### src/rtl/acc_alu.sv
module acc_alu (
  input  logic       clk,
  input  logic       rst_n,
  input  logic       op_valid,
  input  logic [4:0] op_code,
  input  logic [7:0] acc_in,
  input  logic [7:0] opnd_in,
  input  logic [7:0] breg_in,
  input  logic       cy_in,
  input  logic       ac_in,
  input  logic       ov_in,
  output logic       res_valid,
  output logic [7:0] res_a,
  output logic [7:0] res_b,
  output logic       cy_out,
  output logic       ac_out,
  output logic       ov_out
);
  localparam logic [4:0] OP_ADD  = 5'd0,  OP_ADDC = 5'd1,  OP_SUBB = 5'd2,
                         OP_INC  = 5'd3,  OP_DEC  = 5'd4,  OP_MUL  = 5'd5,
                         OP_DIV  = 5'd6,  OP_DA   = 5'd7,  OP_AND  = 5'd8,
                         OP_OR   = 5'd9,  OP_XOR  = 5'd10, OP_CLR  = 5'd11,
                         OP_CPL  = 5'd12, OP_SWAP = 5'd13, OP_RL   = 5'd14,
                         OP_RLC  = 5'd15, OP_RR   = 5'd16, OP_RRC  = 5'd17;

  logic       cin;
  logic [8:0] sum9, dif9, t9, u9;
  logic [4:0] slo, dlo;
  logic [15:0] prod;
  logic       lo_fix, hi_fix, cyt;
  logic [7:0] n_a, n_b;
  logic       n_cy, n_ac, n_ov;

  assign cin  = (op_code == OP_ADDC) ? cy_in : 1'b0;
  assign sum9 = {1'b0, acc_in} + {1'b0, opnd_in} + {8'd0, cin};
  assign slo  = {1'b0, acc_in[3:0]} + {1'b0, opnd_in[3:0]} + {4'd0, cin};
  assign dif9 = {1'b0, acc_in} - {1'b0, opnd_in} - {8'd0, cy_in};
  assign dlo  = {1'b0, acc_in[3:0]} - {1'b0, opnd_in[3:0]} - {4'd0, cy_in};
  assign prod = {8'd0, acc_in} * {8'd0, breg_in};

  assign lo_fix = (acc_in[3:0] > 4'd9) || ac_in;
  assign t9     = {1'b0, acc_in} + (lo_fix ? 9'h006 : 9'h000);
  assign cyt    = cy_in | t9[8];
  assign hi_fix = (t9[7:4] > 4'd9) || cyt;
  assign u9     = {1'b0, t9[7:0]} + (hi_fix ? 9'h060 : 9'h000);

  always_comb begin
    n_a  = acc_in;
    n_b  = breg_in;
    n_cy = cy_in;
    n_ac = ac_in;
    n_ov = ov_in;
    case (op_code)
      OP_ADD, OP_ADDC: begin
        n_a  = sum9[7:0];
        n_cy = sum9[8];
        n_ac = slo[4];
        n_ov = (acc_in[7] == opnd_in[7]) && (sum9[7] != acc_in[7]);
      end
      OP_SUBB: begin
        n_a  = dif9[7:0];
        n_cy = dif9[8];
        n_ac = dlo[4];
        n_ov = (acc_in[7] != opnd_in[7]) && (dif9[7] != acc_in[7]);
      end
      OP_INC:  n_a = acc_in + 8'd1;
      OP_DEC:  n_a = acc_in - 8'd1;
      OP_MUL: begin
        n_a  = prod[7:0];
        n_b  = prod[15:8];
        n_cy = 1'b0;
        n_ov = |prod[15:8];
      end
      OP_DIV: begin
        n_cy = 1'b0;
        if (breg_in == 8'd0) begin
          n_a  = 8'hFF;
          n_b  = acc_in;
          n_ov = 1'b1;
        end else begin
          n_a  = acc_in / breg_in;
          n_b  = acc_in % breg_in;
          n_ov = 1'b0;
        end
      end
      OP_DA: begin
        n_a  = u9[7:0];
        n_cy = cyt | hi_fix;
      end
      OP_AND:  n_a = acc_in & opnd_in;
      OP_OR:   n_a = acc_in | opnd_in;
      OP_XOR:  n_a = acc_in ^ opnd_in;
      OP_CLR:  n_a = 8'd0;
      OP_CPL:  n_a = ~acc_in;
      OP_SWAP: n_a = {acc_in[3:0], acc_in[7:4]};
      OP_RL:   n_a = {acc_in[6:0], acc_in[7]};
      OP_RR:   n_a = {acc_in[0], acc_in[7:1]};
      OP_RLC: begin
        n_a  = {acc_in[6:0], cy_in};
        n_cy = acc_in[7];
      end
      OP_RRC: begin
        n_a  = {cy_in, acc_in[7:1]};
        n_cy = acc_in[0];
      end
      default: ;
    endcase
  end

  always_ff @(posedge clk) begin
    if (!rst_n) begin
      res_valid <= 1'b0;
      res_a     <= 8'd0;
      res_b     <= 8'd0;
      cy_out    <= 1'b0;
      ac_out    <= 1'b0;
      ov_out    <= 1'b0;
    end else begin
      res_valid <= op_valid;
      if (op_valid) begin
        res_a  <= n_a;
        res_b  <= n_b;
        cy_out <= n_cy;
        ac_out <= n_ac;
        ov_out <= n_ov;
      end
    end
  end

  AST_VALID_NEXT: assert property (@(posedge clk) disable iff (!rst_n)
    op_valid |=> res_valid);
  AST_IDLE_QUIET: assert property (@(posedge clk) disable iff (!rst_n)
    !op_valid |=> !res_valid);
  AST_MUL_FLAGS: assert property (@(posedge clk) disable iff (!rst_n)
    (op_valid && op_code == OP_MUL) |=> (!cy_out && (ov_out == (res_b != 8'd0))));
  AST_DIV_CY_CLEAR: assert property (@(posedge clk) disable iff (!rst_n)
    (op_valid && op_code == OP_DIV) |=> !cy_out);
  AST_DIV_ZERO_OV: assert property (@(posedge clk) disable iff (!rst_n)
    (op_valid && op_code == OP_DIV && breg_in == 8'd0) |=> ov_out);
  AST_INC_FLAGS_HELD: assert property (@(posedge clk) disable iff (!rst_n)
    (op_valid && (op_code == OP_INC || op_code == OP_DEC)) |=>
      (cy_out == $past(cy_in) && ac_out == $past(ac_in) && ov_out == $past(ov_in)));
  AST_SWAP_NIBBLES: assert property (@(posedge clk) disable iff (!rst_n)
    (op_valid && op_code == OP_SWAP) |=>
      (res_a[7:4] == $past(acc_in[3:0]) && res_a[3:0] == $past(acc_in[7:4])));
  AST_RLC_CARRY: assert property (@(posedge clk) disable iff (!rst_n)
    (op_valid && op_code == OP_RLC) |=> (cy_out == $past(acc_in[7]) && res_a[0] == $past(cy_in)));
  AST_B_PASS: assert property (@(posedge clk) disable iff (!rst_n)
    (op_valid && op_code != OP_MUL && op_code != OP_DIV) |=> res_b == $past(breg_in));
endmodule

### config.mk
export PLATFORM = sky130hd
export DESIGN_NAME = acc_alu
export DESIGN_NICKNAME = d
export VERILOG_FILES = /design/src/rtl/acc_alu.sv
export SDC_FILE = /design/constraint.sdc
export NUM_CORES = 1
export LEC_CHECK = 0
export ABC_AREA = 1
export ABC_CLOCK_PERIOD_IN_PS = 23600
export BUFFER_PORTS_ARGS = -buffer_cell sky130_fd_sc_hd__clkbuf_2
export CAP_MARGIN = 20
export CORE_MARGIN = 2
export CORE_UTILIZATION = 50
export CTS_BUF_LIST = sky130_fd_sc_hd__clkbuf_4
export DETAILED_ROUTE_END_ITERATION = 10
export PLACE_DENSITY = 0.68
export SLEW_MARGIN = 15
export SYNTH_ARGS = -nofsm -noshare
export SYNTH_HDL_FRONTEND = slang
export SYNTH_SLANG_ARGS = --single-unit
### constraint.sdc
create_clock -name clk -period 23.6 [get_ports clk]
set_input_delay 1.18 -clock clk [delete_from_list [all_inputs] [get_ports clk]]
set_output_delay 1.18 -clock clk [all_outputs]
set_load 0.03 [all_outputs]
# After elaboration in Yosys (flattened, before gate mapping)
# Cells that the tools add are included.
# op_classes
n_lt_le_gt_ge,2
eq_ne,21
n_div,2
reduce_logical,9
n_mux,11
bitwise_logic,6
addsub,12
shifts,0
n_mul,1
# op_table
op,n
8-bit one-hot mux with 17 select lines,1
5-bit by 4-bit == test with 1-bit output (second input constant),8
5-bit by 3-bit == test with 1-bit output (second input constant),4
8-bit by 8-bit multiplier with 16-bit output,1
8-bit two-way mux,2
8-bit one-hot mux with 2 select lines,1
5-bit by 2-bit == test with 1-bit output (second input constant),2
5-bit == test (second input constant),2
8-bit by 3-bit adder with 9-bit output,1
8-bit by 8-bit adder with 9-bit output,1
9-bit by 1-bit adder with 9-bit output,1
8-bit by 8-bit subtractor with 9-bit output,1
9-bit by 1-bit subtractor with 9-bit output,1
8-bit by 1-bit adder with 8-bit output (second input constant),1
8-bit by 7-bit adder with 8-bit output,1
8-bit AND,1
8-bit by 8-bit divider with 8-bit output,1
4-bit > comparator (second input constant),2
8-bit logical NOT,1
8-bit by 8-bit remainder unit with 8-bit output,1
8-bit NOT,1
8-bit OR,1
8-bit OR reduction,1
8-bit by 1-bit subtractor with 8-bit output (second input constant),1
19 further kinds,26
# totals
n_memories,0
reg_bits,20
latch_bits,0
input_bits,35
romBits,0
ram_bits,0

# Logic depth before layout (Yosys ltp)
# logic_depth
word_depth,9
depth_mapped,73
ltp_nobuf,73

# Least setup slack after synthesis
# Ideal clock, no wire load.
# synth_timing
path_kind,input to register
start,input port breg_in[0]
end,register res_b[1]
setup_time_ps,123
cell_stages,58
t_required_ps,23477
setup_slack_ps,14137
path_buffers,0
arrival_time_ps,9339
cell_sequence,inv_1 ha_1 inv_1 nand2_1 nand2_1 inv_1 nand3_2 nand2_1 ha_1 o21ai_0 nand2_1 nand2_2 nand2_1 nand2_1 ha_1 nand2_1 nand3_1 or2_2 (+22 left out) and2_1 ha_1 inv_1 nor4_2 o21ai_0 nand3_2 nand2_1 o21ai_0 inv_1 fa_1 a21oi_1 o21bai_1 nand2_1 o2111ai_1 nor2_1 inv_1 o221ai_1 a21oi_1
# synth_via
elab_chain_cells,3
elab_cells_between_ends,5
# synth_rtl
element,line_no,text
from (decl),8,"input logic [7:0] breg_in,"
8-bit by 8-bit remainder unit with 8-bit output or 8-bit logical NOT (tied branches),"82, 76",
8-bit two-way mux,76,if (breg_in == 8'd0) begin
8-bit one-hot mux with 2 select lines *,53,case (op_code)
to (signal assigned),122,res_b <= n_b;
to (decl),14,"output logic [7:0] res_b,"
# Mark *: on every way between the ends. The rest lies on a longest branch, timed or not.
# A chain may end at the register's enable or synchronous reset.

# Worst setup path in the final report
# Ends and elaborated chain as after synthesis.

==> reports/metrics.cfg <==
[floorplanning]
die_h_um=126
dieWidth_um=126
start_util_pct=51.4
row_count=44
design.die.area_um2=16000
io_pins=55
core_area_um2=14600

[yosys]
synth_fp_nets=1391
synth_area_um2=7500
synthCells=1196
synth.avg_cell_area_um2=6.27
ys_seq_elements=20
synth_top_area_share_pct=19.3
ys_seq_area_share_pct=5.34
ys_types=48
yosysTopAreaCell=ha_1
yosys_warnings=0
synth_area_leaders=ha_1 (19%), nand2_1 (15%), fa_1 (12%)

[cells_and_area]
syn_to_final_growth_pct=5.42
drive_above_1_share_pct=9.36
layout.nets=1424
fin_cells=1412
final_cell_mix=nand2_1 (299), inv_1 (216), ha_1 (116)
num_antenna_cells=0
design_area_um2=7910
final_common_cell=nand2_1

[setup_path]
cpMostUsedCell=nand2_1
reg2reg_depth=2
rrSetupSlack_ps=22930
worstSetupPathType=input port to flip-flop
startpoint=breg_in[0]
endpoint=res_b[1]
cp_slowest_stage_delay_ps=460
r2r_start=res_b[0]
setup.worst_path.end_class=flip-flop
cpMaxStageDelayCell=nor2_1
critPathLaunchType=input port
cp_max_fo=12
r2r_end=res_b[0]
arrival_ps=10920
crit_required_ps=23800

[global_route]
grt-ovfl-total=0
grt_use_met2_pct=48.3
gr-usage-met1_pct=38.6
busiest_layer=met2
grt_pass1_vias=7590
gr-usage-met3_pct=3.21
grt_use_total_pct=28.6
grt_max_degree=30
grt_pass1_wl_um=37700
antenna_found_initial=0

[sta]
finalHoldViolCount=0
skew_ps=0
fin_crit_ps=10720
setup_tns_ps=0
worst_pin_slew_ps=1020
rsz0062_at_grt=false
fin_crit_sh_pct=45.4
setup_viol=0
fmax_mhz=93.3
drv_slew=0
slew_headroom_pct=31.4

[status]
status=finished, final reports clean

[power_and_ir_drop]
peakVddDrop_uv=23.6
power_mw=0.354
cellLeakagePower_nw=4.56
powerDensity_nw_per_um2=44.8

[placed_design]
io_buffers=54
place_inst=1408
place_area_um2=7880
gp_congestion=0.985
dp_hpwl_um=18200

[worst_hold_path]
hold_path.class=flip-flop to flip-flop
worstHoldPathCells=2

[clock_network]
clock_sinks=20
clockBufferDepth=2
clock_latency_ps=290
cts_resized=0
clkTransAtPathRegs_ps=110
cts_tree=built
holdBufCountCts=0
post_cts_buffers=0
ctsRootBufferMaster=clkbuf_4
htreeDepth=1
tritoncts.num_buffers=3

[drt]
ant_nets=0
num_vias=7770
drc_errors=0
dr.first_iter.drc_count=554
viasPerCell=5.50
firstDrtPassIters=5
routedWlPerCell_um=16.0
wirelength_um=22500

[run]
maxCapViolCount=0

## worst min path at each step
stage | startpoint | endpoint | slack, ps
after global routing | ov_out | ov_out | 500
after global placement | cy_out | cy_out | 450
after CTS | cy_out | cy_out | 470
after detailed placement | cy_out | cy_out | 460
final | cy_out | cy_out | 470
after floorplan | cy_out | cy_out | 590
## where the power goes
part           leakage [nW]  switching, mW  internal [mW]
clock                0.0154         0.0102        0.00615
sequential            0.166        0.00142         0.0366
combinational          4.38          0.194          0.105
## routing by layer
layer  up-vias  share of wire (%)  routed length [um]
li1       3924                  -                   -
met1      3519                 44                9970
met2       268                 46               10300
met3        59                6.8                1530
met4         0                3.4                 761
met5         -                  0                   0
## cell usage after synthesis (all sizes together)
cell type,n
a211oi,3
a21boi,1
a21o,3
a21oi,77
a221oi,2
a22oi,1
a31oi,2
a32o,1
and2,3
buf,11
clkbuf,17
clkinv,3
dfxtp,20
fa,44
ha,116
inv,232
nand2,304
nand3,77
nand3b,2
nand4,8
nor2,82
nor3,13
nor4,7
o2111a,1
o2111ai,4
o211ai,9
o21ai,72
o21bai,7
o221ai,10
o22ai,15
o311ai,1
o31ai,1
or2,11
xnor2,6
xor2,30
## cell families (layout without fill, tap and decap cells)
family                   after synthesis  in the layout  share of synthesized area (%)
AO/OA/AOI/OAI                        210            210                           16.4
XOR/XNOR                              36             36                           4.20
adder cells (fa/ha/maj)              160            160                           31.1
buffers and inverters                263            295                           13.6
flip-flops                            20             20                           5.34
AND/OR/NAND/NOR                      507            507                           29.4
## worst max-delay path: cells and delay by family
family                   cells  cell delay [ps]
AND/OR/NAND/NOR             34             3890
XOR/XNOR                     1              150
buffers and inverters        8             1060
adder cells (fa/ha/maj)      8             2520
AO/OA/AOI/OAI               14             2090
## stage by stage
stage / utilization (%) / setup WS (ps) / hold slack [ps]
6_report: 54.2 / 12880 / 475
5_1_grt: 54.2 / 11680 / 503
4_1_cts: 54.2 / 12980 / 473
3_5_place_dp: 54.0 / 12690 / 458
3_3_place_gp: 54.0 / 12990 / 455
2_1_floorplan: - / 14140 / 595
## layout make-up
| type | count | area [um^2] |
|---|---|---|
| tap | 184 | 230 |
| fill | 1490 | 6680 |
| clock buffer | 3 | 22.5 |
| multi-input combinational | 913 | 6080 |
| timing repair buffer | 56 | 285 |
| inverter | 235 | 882 |
| clock inverter | 1 | 3.75 |
| sequential | 20 | 400 |
## sequential cells by signal (all words and copies together), names as in the netlist
register / flops
ac_out: 1
cy_out: 1
ov_out: 1
res_a: 8
res_b: 8
res_valid: 1
Note: power is estimated with default switching activity, not from simulation.
